===== config.mk =====
export PLATFORM = sky130hd
export DESIGN_NAME = addr_port_select
export DESIGN_NICKNAME = d
export VERILOG_FILES = /design/src/rtl/sw_route_pkg.sv /design/src/rtl/win_match.sv /design/src/rtl/port_window_bank.sv /design/src/rtl/lowest_port_pick.sv /design/src/rtl/addr_port_select.sv
export SDC_FILE = /design/constraint.sdc
export NUM_CORES = 2
export LEC_CHECK = 0
export ABC_AREA = 1
export BUFFER_PORTS_ARGS = -buffer_cell sky130_fd_sc_hd__buf_2
export CORE_AREA = 4 4 535 537
export CTS_BUF_LIST = sky130_fd_sc_hd__clkbuf_8
export DETAILED_ROUTE_END_ITERATION = 6
export DIE_AREA = 0 0 539 541
export PLACE_DENSITY = 0.44
export SYNTH_ARGS = -nofsm -noshare
export SYNTH_HDL_FRONTEND = slang
export SYNTH_HIERARCHICAL = 1
export SYNTH_SLANG_ARGS = --single-unit

===== constraint.sdc =====
create_clock -name clk -period 0.8 [get_ports clk]
set_input_delay 0 -clock clk [delete_from_list [all_inputs] [get_ports clk]]
set_output_delay 0 -clock clk [all_outputs]
set_load 0.05 [all_outputs]

===== src/rtl/sw_route_pkg.sv =====
package sw_route_pkg;
  typedef enum logic [1:0] {
    RT_LOCAL  = 2'd0,
    RT_DOWN   = 2'd1,
    RT_UP     = 2'd2,
    RT_UNSUP  = 2'd3
  } route_kind_e;

  localparam int unsigned ADDR_W = 64;
  localparam int unsigned IO_W   = 32;
  localparam int unsigned NP_W   = 32;
  localparam int unsigned OWN_N  = 2;
endpackage


===== src/rtl/win_match.sv =====
module win_match #(
  parameter int unsigned W = 32
) (
  input  logic [W-1:0] lo,
  input  logic [W-1:0] hi,
  input  logic [W-1:0] addr,
  output logic         hit
);
  logic enabled;
  assign enabled = (lo <= hi);
  assign hit     = enabled && (addr >= lo) && (addr <= hi);
endmodule


===== src/rtl/port_window_bank.sv =====
module port_window_bank
  import sw_route_pkg::*;
#(
  parameter int unsigned N_PORTS = 4,
  localparam int unsigned PW = $clog2(N_PORTS + 1)
) (
  input  logic                     is_io,
  input  logic [ADDR_W-1:0]        addr,
  input  logic [PW-1:0]            src,
  input  logic [N_PORTS*IO_W-1:0]  io_lo,
  input  logic [N_PORTS*IO_W-1:0]  io_hi,
  input  logic [N_PORTS*NP_W-1:0]  np_lo,
  input  logic [N_PORTS*NP_W-1:0]  np_hi,
  input  logic [N_PORTS*ADDR_W-1:0] pf_lo,
  input  logic [N_PORTS*ADDR_W-1:0] pf_hi,
  output logic [N_PORTS-1:0]       hit
);
  logic upper_zero;
  assign upper_zero = (addr[ADDR_W-1:NP_W] == '0);

  for (genvar p = 0; p < N_PORTS; p++) begin : g_port
    logic io_hit, np_hit, pf_hit, space_hit, is_ingress;

    win_match #(.W(IO_W)) u_io (
      .lo(io_lo[p*IO_W +: IO_W]), .hi(io_hi[p*IO_W +: IO_W]),
      .addr(addr[IO_W-1:0]), .hit(io_hit));

    win_match #(.W(NP_W)) u_np (
      .lo(np_lo[p*NP_W +: NP_W]), .hi(np_hi[p*NP_W +: NP_W]),
      .addr(addr[NP_W-1:0]), .hit(np_hit));

    win_match #(.W(ADDR_W)) u_pf (
      .lo(pf_lo[p*ADDR_W +: ADDR_W]), .hi(pf_hi[p*ADDR_W +: ADDR_W]),
      .addr(addr), .hit(pf_hit));

    assign space_hit  = is_io ? io_hit : ((np_hit && upper_zero) || pf_hit);
    assign is_ingress = (src == PW'(p + 1));
    assign hit[p]     = space_hit && !is_ingress;
  end
endmodule


===== src/rtl/lowest_port_pick.sv =====
module lowest_port_pick #(
  parameter int unsigned N_PORTS = 4,
  localparam int unsigned PW = $clog2(N_PORTS + 1)
) (
  input  logic [N_PORTS-1:0] req,
  output logic               any,
  output logic [N_PORTS-1:0] grant,
  output logic [PW-1:0]      port
);
  always_comb begin
    any   = |req;
    grant = '0;
    port  = '0;
    for (int i = N_PORTS - 1; i >= 0; i--) begin
      if (req[i]) begin
        grant    = '0;
        grant[i] = 1'b1;
        port     = PW'(i + 1);
      end
    end
  end

  always_comb begin
    AST_GRANT_ONEHOT: assert ($onehot0(grant));
    AST_GRANT_IN_REQ: assert ((grant & ~req) == '0);
  end
endmodule


===== src/rtl/addr_port_select.sv =====
module addr_port_select
  import sw_route_pkg::*;
#(
  parameter int unsigned N_PORTS = 4,
  localparam int unsigned PW = $clog2(N_PORTS + 1)
) (
  input  logic                      clk,
  input  logic                      rst_n,
  input  logic                      in_valid,
  output logic                      in_ready,
  input  logic                      in_is_io,
  input  logic                      in_addr64,
  input  logic [ADDR_W-1:0]         in_addr,
  input  logic [PW-1:0]             in_src,
  input  logic [OWN_N*ADDR_W-1:0]   own_lo,
  input  logic [OWN_N*ADDR_W-1:0]   own_hi,
  input  logic [OWN_N-1:0]          own_is_io,
  input  logic [N_PORTS*IO_W-1:0]   io_lo,
  input  logic [N_PORTS*IO_W-1:0]   io_hi,
  input  logic [N_PORTS*NP_W-1:0]   np_lo,
  input  logic [N_PORTS*NP_W-1:0]   np_hi,
  input  logic [N_PORTS*ADDR_W-1:0] pf_lo,
  input  logic [N_PORTS*ADDR_W-1:0] pf_hi,
  output logic                      out_valid,
  input  logic                      out_ready,
  output logic [1:0]                out_kind,
  output logic [PW-1:0]             out_port
);
  localparam logic [PW-1:0] LAST_PORT = PW'(N_PORTS);

  // effective address: short forms are zero-extended
  logic [ADDR_W-1:0] eff_addr;
  assign eff_addr = (in_is_io || !in_addr64) ? {{(ADDR_W-IO_W){1'b0}}, in_addr[IO_W-1:0]} : in_addr;

  // own ranges
  logic [OWN_N-1:0] own_hit;
  for (genvar b = 0; b < OWN_N; b++) begin : g_own
    logic range_hit;
    win_match #(.W(ADDR_W)) u_own (
      .lo(own_lo[b*ADDR_W +: ADDR_W]), .hi(own_hi[b*ADDR_W +: ADDR_W]),
      .addr(eff_addr), .hit(range_hit));
    assign own_hit[b] = range_hit && (own_is_io[b] == in_is_io);
  end

  // downstream windows
  logic [N_PORTS-1:0] dn_hit;
  port_window_bank #(.N_PORTS(N_PORTS)) u_bank (
    .is_io(in_is_io), .addr(eff_addr), .src(in_src),
    .io_lo(io_lo), .io_hi(io_hi), .np_lo(np_lo), .np_hi(np_hi),
    .pf_lo(pf_lo), .pf_hi(pf_hi), .hit(dn_hit));

  logic               dn_any;
  logic [N_PORTS-1:0] dn_grant;
  logic [PW-1:0]      dn_port;
  lowest_port_pick #(.N_PORTS(N_PORTS)) u_pick (
    .req(dn_hit), .any(dn_any), .grant(dn_grant), .port(dn_port));

  // priority resolution
  route_kind_e  nxt_kind;
  logic [PW-1:0] nxt_port;
  always_comb begin
    nxt_port = '0;
    if (|own_hit) begin
      nxt_kind = RT_LOCAL;
    end else if (dn_any) begin
      nxt_kind = RT_DOWN;
      nxt_port = dn_port;
    end else if (in_src == '0) begin
      nxt_kind = RT_UNSUP;
    end else begin
      nxt_kind = RT_UP;
    end
  end

  // output register with valid/ready
  logic take;
  logic [PW-1:0] src_q;
  assign in_ready = !out_valid || out_ready;
  assign take     = in_valid && in_ready;

  always_ff @(posedge clk or negedge rst_n) begin
    if (!rst_n) begin
      out_valid <= 1'b0;
      out_kind  <= RT_LOCAL;
      out_port  <= '0;
      src_q     <= '0;
    end else if (take) begin
      out_valid <= 1'b1;
      out_kind  <= nxt_kind;
      out_port  <= nxt_port;
      src_q     <= in_src;
    end else if (out_ready) begin
      out_valid <= 1'b0;
    end
  end

  AST_SRC_LEGAL: assert property (@(posedge clk) disable iff (!rst_n) in_valid |-> in_src <= LAST_PORT);
  AST_ACCEPT_LATENCY: assert property (@(posedge clk) disable iff (!rst_n) take |=> out_valid);
  AST_HOLD: assert property (@(posedge clk) disable iff (!rst_n) out_valid && !out_ready |=> out_valid && $stable(out_kind) && $stable(out_port));
  AST_NO_REFLECT: assert property (@(posedge clk) disable iff (!rst_n) out_valid && out_kind == RT_DOWN |-> out_port != src_q);
  AST_DOWN_RANGE: assert property (@(posedge clk) disable iff (!rst_n) out_valid && out_kind == RT_DOWN |-> out_port != '0 && out_port <= LAST_PORT);
  AST_UNSUP_PRIMARY: assert property (@(posedge clk) disable iff (!rst_n) out_valid && out_kind == RT_UNSUP |-> src_q == '0 && out_port == '0);
  AST_UP_SECONDARY: assert property (@(posedge clk) disable iff (!rst_n) out_valid && out_kind == RT_UP |-> src_q != '0 && out_port == '0);
endmodule


# Word level (Yosys, flattened, before mapping)
# Index checks and enable logic that the tools add are counted.
# totals
register_bits	6
latchBits	0
mem_bits_rw	0
romBits	0
inputBits	1355
out_inout_bits	7
elab_cells	123
n_memories	0
# op_classes
addsub	0
n_mul	0
n_div	0
n_lt_le_gt_ge	42
eq_ne	6
shifts	0
n_mux	16
n_bitwise	0
reduce_logical	56
# op_table
op	count
64-bit <= comparator	12
32-bit <= comparator	16
64-bit >= comparator	6
32-bit >= comparator	8
64-bit 2-to-1 mux	1
1-bit logical AND	39
32-bit logical NOT	1
3-bit 2-to-1 mux	6
1-bit 2-to-1 mux	7
3-bit by 2-bit == test with 1-bit output (second input constant)	2
1-bit logical NOT	6
1-bit logical OR	6
2-bit 2-to-1 mux	2
4-bit OR reduction	1
3-bit by 1-bit == test with 1-bit output (second input constant)	1
3-bit == test (second input constant)	1
3-bit logical NOT	1
1-bit == test	2
2-bit nonzero test	1
2-bit OR reduction	1

# Logic depth before layout (Yosys ltp)
# depth
word_depth	16
ltp_mapped	26
mapped_depth_nobuf	26

# Modules after synthesis
# The synthesis kept the hierarchy.
# modules_own_cells
module	n_inst	cells_per_inst	area_per_inst_um2	seq_area_each_um2
win_match (g_own[0].u_own ...)	6	743	4803.4	0.0
win_match (u_bank.g_port[0].u_io ...)	8	383	2448.6	0.0
addr_port_select	1	109	626.9	150.1
port_window_bank	1	51	221.5	0.0
lowest_port_pick	1	16	67.6	0.0

# Least setup slack after synthesis
# Ideal clock, no wire load.
# synth_timing
path_kind	input port to flip-flop
from	in in_is_io
to	reg out_kind[0]
setup_ns	0.074
arrival_time_ns	2.668
required_ns	0.726
setup_slack_ns	-1.941
stages	22
path_buffers	1
path_cell_list	inv_2 -> nand2_2 -> buf_6 -> nor2_1 -> ha_1 -> a21oi_1 -> nor2_1 -> nor3_1 -> nand2_1 -> nand2_1 -> nand2_1 -> a21oi_2 -> a21oi_1 -> nor2_1 -> nor2_1 -> a21oi_1 -> nor2_1 -> nand2_1 -> inv_1 -> nand2_1 -> nand2_1 -> o21ai_2
# synth_between
elab_chain_len	11
elab_cells_between_ends	51
classes_between	order compare (12); eq/ne (2); mux (7); reduce/logical (30)
# synth_lines
item	line_no	source
start, declared	addr_port_select.sv:11	input logic in_is_io,
1-bit logical OR *	addr_port_select.sv:33	assign eff_addr = (in_is_io || !in_addr64) ? {{(ADDR_W-IO_W){1'b0}}, in_addr[IO_W-1:0]} : in_addr;
64-bit 2-to-1 mux *	addr_port_select.sv:33	
net eff_addr[53]	addr_port_select.sv:32	logic [ADDR_W-1:0] eff_addr;
64-bit >= comparator	win_match.sv:11	assign hit = enabled && (addr >= lo) && (addr <= hi);
1-bit logical AND	win_match.sv:11	
1-bit logical AND *	win_match.sv:11	
net u_bank.g_port[0].pf_hit	port_window_bank.sv:22	logic io_hit, np_hit, pf_hit, space_hit, is_ingress;
1-bit logical OR *	port_window_bank.sv:36	assign space_hit = is_io ? io_hit : ((np_hit && upper_zero) || pf_hit);
1-bit 2-to-1 mux *	port_window_bank.sv:36	
1-bit logical AND *	port_window_bank.sv:38	assign hit[p] = space_hit && !is_ingress;
net dn_hit[0]	addr_port_select.sv:46	logic [N_PORTS-1:0] dn_hit;
4-bit OR reduction *	lowest_port_pick.sv:11	any = |req;
net dn_any	addr_port_select.sv:52	logic dn_any;
2-bit 2-to-1 mux *	addr_port_select.sv:65	end else if (dn_any) begin
2-bit 2-to-1 mux *	addr_port_select.sv:63	if (|own_hit) begin
end signal, assigned	addr_port_select.sv:89	out_kind <= nxt_kind;
end, declared	addr_port_select.sv:26	output logic [1:0] out_kind,
# Mark *: on every way through the listed nets, which the timed path passes. The rest lies on a longest branch.
# A chain may end at the register's enable or synchronous reset.

# Final worst setup path
# layout_timing
from	in in_is_io
to	reg out_port[2]
# layout_between
elab_cells_between_ends	55
classes_between	order compare (12); eq/ne (2); mux (11); reduce/logical (30)
# layout_rtl
item	line_no	source
1-bit logical OR *	addr_port_select.sv:33	
64-bit 2-to-1 mux *	addr_port_select.sv:33	
net eff_addr[53]	addr_port_select.sv:32	
64-bit >= comparator	win_match.sv:11	
1-bit logical AND	win_match.sv:11	
1-bit logical AND *	win_match.sv:11	
net u_bank.g_port[0].pf_hit	port_window_bank.sv:22	
1-bit logical OR *	port_window_bank.sv:36	
1-bit 2-to-1 mux *	port_window_bank.sv:36	
1-bit logical AND *	port_window_bank.sv:38	
net dn_hit[0]	addr_port_select.sv:46	
4-bit OR reduction / 3-bit 2-to-1 mux (equally long branches)	lowest_port_pick.sv:11, lowest_port_pick.sv:15	
3-bit 2-to-1 mux *	addr_port_select.sv:65	
3-bit 2-to-1 mux *	addr_port_select.sv:63	
end signal, assigned	addr_port_select.sv:90	out_port <= nxt_port;
end, declared	addr_port_select.sv:27	output logic [PW-1:0] out_port
# Marks and branches as above.

==> results.yml <==
setup_path:
  regToRegStartpoint: "out_valid"
  cp_max_fo: 6
  crit_path_start_kind: "primary input"
  crit_arrival_ns: 2.89
  reg2reg_slack_ns: -0.21
  r2r_end: "out_kind[0]"
  end_kind: "register"
  r2r.worst_path.cells: 6
  path_class: "in -> reg"
  crit_chain: "buf_6 > inv_8 > nand2_8 > buf_12 > buf_12 > nor2_4 > buf_12 > ha_4 > nand2_1 > nor4_4 > nand2_4 > nor2_4 > nand2_2 > a21oi_4 > nor2_4 > nor2_4 > a21oi_2 > buf_4 > inv_2 > nand2_1 > nor2_1 > nand4_1 > o21ai_2"
  critPathMaxStageDelay_ns: 0.37
  crit_slowest_cell: "nor4_4"
  cp.required_ns: 0.95
  startpoint: "in_is_io"
  crit_top_cell: "nor2_4"
sta:
  fmax_mhz: 366
  setup-violations-final: 13
  fin_setup_tns_ns: -10.66
  rsz0062_at_grt: "true"
  slew_headroom_pct: 64.3
  fin_crit_sh_pct: 342
  tightest_slew_ns: 0.534
  hold_slack_ns: 0.141
  min_period_ns: 2.73
  fin_skew_ns: 0.0165
  hold_viol_final: 0
  timing_max_transition_violations_final: 0
  fin_ws_ns: -1.93
floorplanning:
  io-pin-count: 1362
  start_util_pct: 17.5
  die_height_um: 541
  dieArea_um2: 292000
  die_x_um: 539
  coreArea_um2: 282000
  rows: 195
placement:
  gp_congestion: 0.989
  numPortBuffers: 1361
  dp_hpwl_um: 281000
  placed_area_um2: 69700
global_route:
  antenna_found_initial: 151
  grt_max_degree: 17
  track_usage_pct: 19.6
  grt_pass1_vias: 56200
  gr-total-overflow: 0
  grt_pass1_wl_um: 410000
clock_network:
  clkSinkCount: 6
  clockBufferDepth: 2
  cts_tree: "yes"
  clk_latency_ns: 0.24
  numCtsBuffers: 3
  clockRootBuffer: "clkbuf_8"
  h-tree-depth: 1
  clk_transition_reported_paths_ns: 0.04
worst_hold_path:
  min_path_cells: 3
  min_to: "out_port[1]"
  hp-class: "in -> reg"
  min_from: "in_valid"
outcome:
  violations: "negative setup slack"
  status: "finished, violations left"
detailed_routing:
  vias: 58100
  wl_um: 300000
  viasPerCell: 4.18
  antenna_left: 0
  wl_per_cell_um: 21.6
  drcViolationCount: 0
  first_iter_violations: 3175
  drtPass1Iterations: 6
finish:
  final_cell_mix: "ha_1, nand2_1, inv_1"
  fin_util_pct: 25.3
  fin_area_um2: 71300
  nets: 13400
  multi_input_area_um2: 44000
  drive_gt1_share_pct: 27.1
  final_common_cell: "ha_1"
  ff_latch_area_um2: 151
  fill_cells: 32000
  area_growth_pct: 44.5
synthesis:
  avgSynthCellArea_um2: 6.41
  syn_inst: 7695
  synthesis.area_um2: 49300
  synth_fp_nets: 11000
  yosysWarnings: 6
run:
  maxCapViolCount: 0
power_and_ir_drop:
  ir_drop_v: 0.000330
  powerDensity_nw_per_um2: 543
  p_leak_nw: 43.3
  total_power_mw: 38.7
[critical path: cells and delay by family]
kind / cells / cell delay, ns
AO/OA/AOI/OAI: 3 / 0.39
adder cells (fa/ha/maj): 1 / 0.13
AND/OR/NAND/NOR: 12 / 1.53
buffers and inverters: 7 / 0.80
[power breakdown]
part | switching, mW | internal (mW)
Clock | 0.179 | 0.334
Combinational | 21.7 | 16.1
Sequential | 0.0523 | 0.356
[stage by stage]
stage	setup WS [ns]	cells
floorplan	-1.52	7695
global placement	-2.95	13800
global route	-2.15	13900
detailed placement	-2.90	13800
CTS	-2.08	13800
finish	-1.93	13900
[flip-flops by register name, indices dropped and copies added, names as in the netlist]
name and flops:
out_kind 2, out_valid 1, out_port 3
[how the worst max path moves through the flow]
| stage | endpoint | cells past startpoint |
|---|---|---|
| 2_1_floorplan | out_port[2] | 20 |
| 3_5_place_dp | out_kind[0] | 24 |
| 5_1_grt | out_port[2] | 23 |
| 4_1_cts | out_kind[0] | 23 |
| 6_report | out_port[2] | 23 |
| 3_3_place_gp | out_kind[0] | 24 |
[final cells by class]
cell class                      instances  area share (%)
Multi-Input combinational cell       6014            61.7
Timing Repair Buffer                 2383            22.3
Inverter                             1671            8.81
Tap cell                             3743            6.57
Antenna cell                           75           0.263
Sequential cell                         6           0.212
Clock buffer                            3          0.0579
Clock inverter                          1         0.00527
[layer usage]
layer  track usage [%]  share of wire, %  vias up  routed length [µm]
met1              27.0                48    25700              144000
li1                  -                 -    30300                   -
met4              6.14               3.2       50                9740
met5                 0              0.10        -                 310
met2              31.0                43     1679              130000
met3              3.04               5.4      330               16200
[timing repair]
item                       CTS  global route
gates resized for setup     92           119
hold endpoints to repair     6             0
pin swaps                   54            87
setup endpoints to repair   13            13
gates cloned                 1             0
hold buffers                 1             0
setup buffers               28             9
Power figures use the tool's default switching activity.
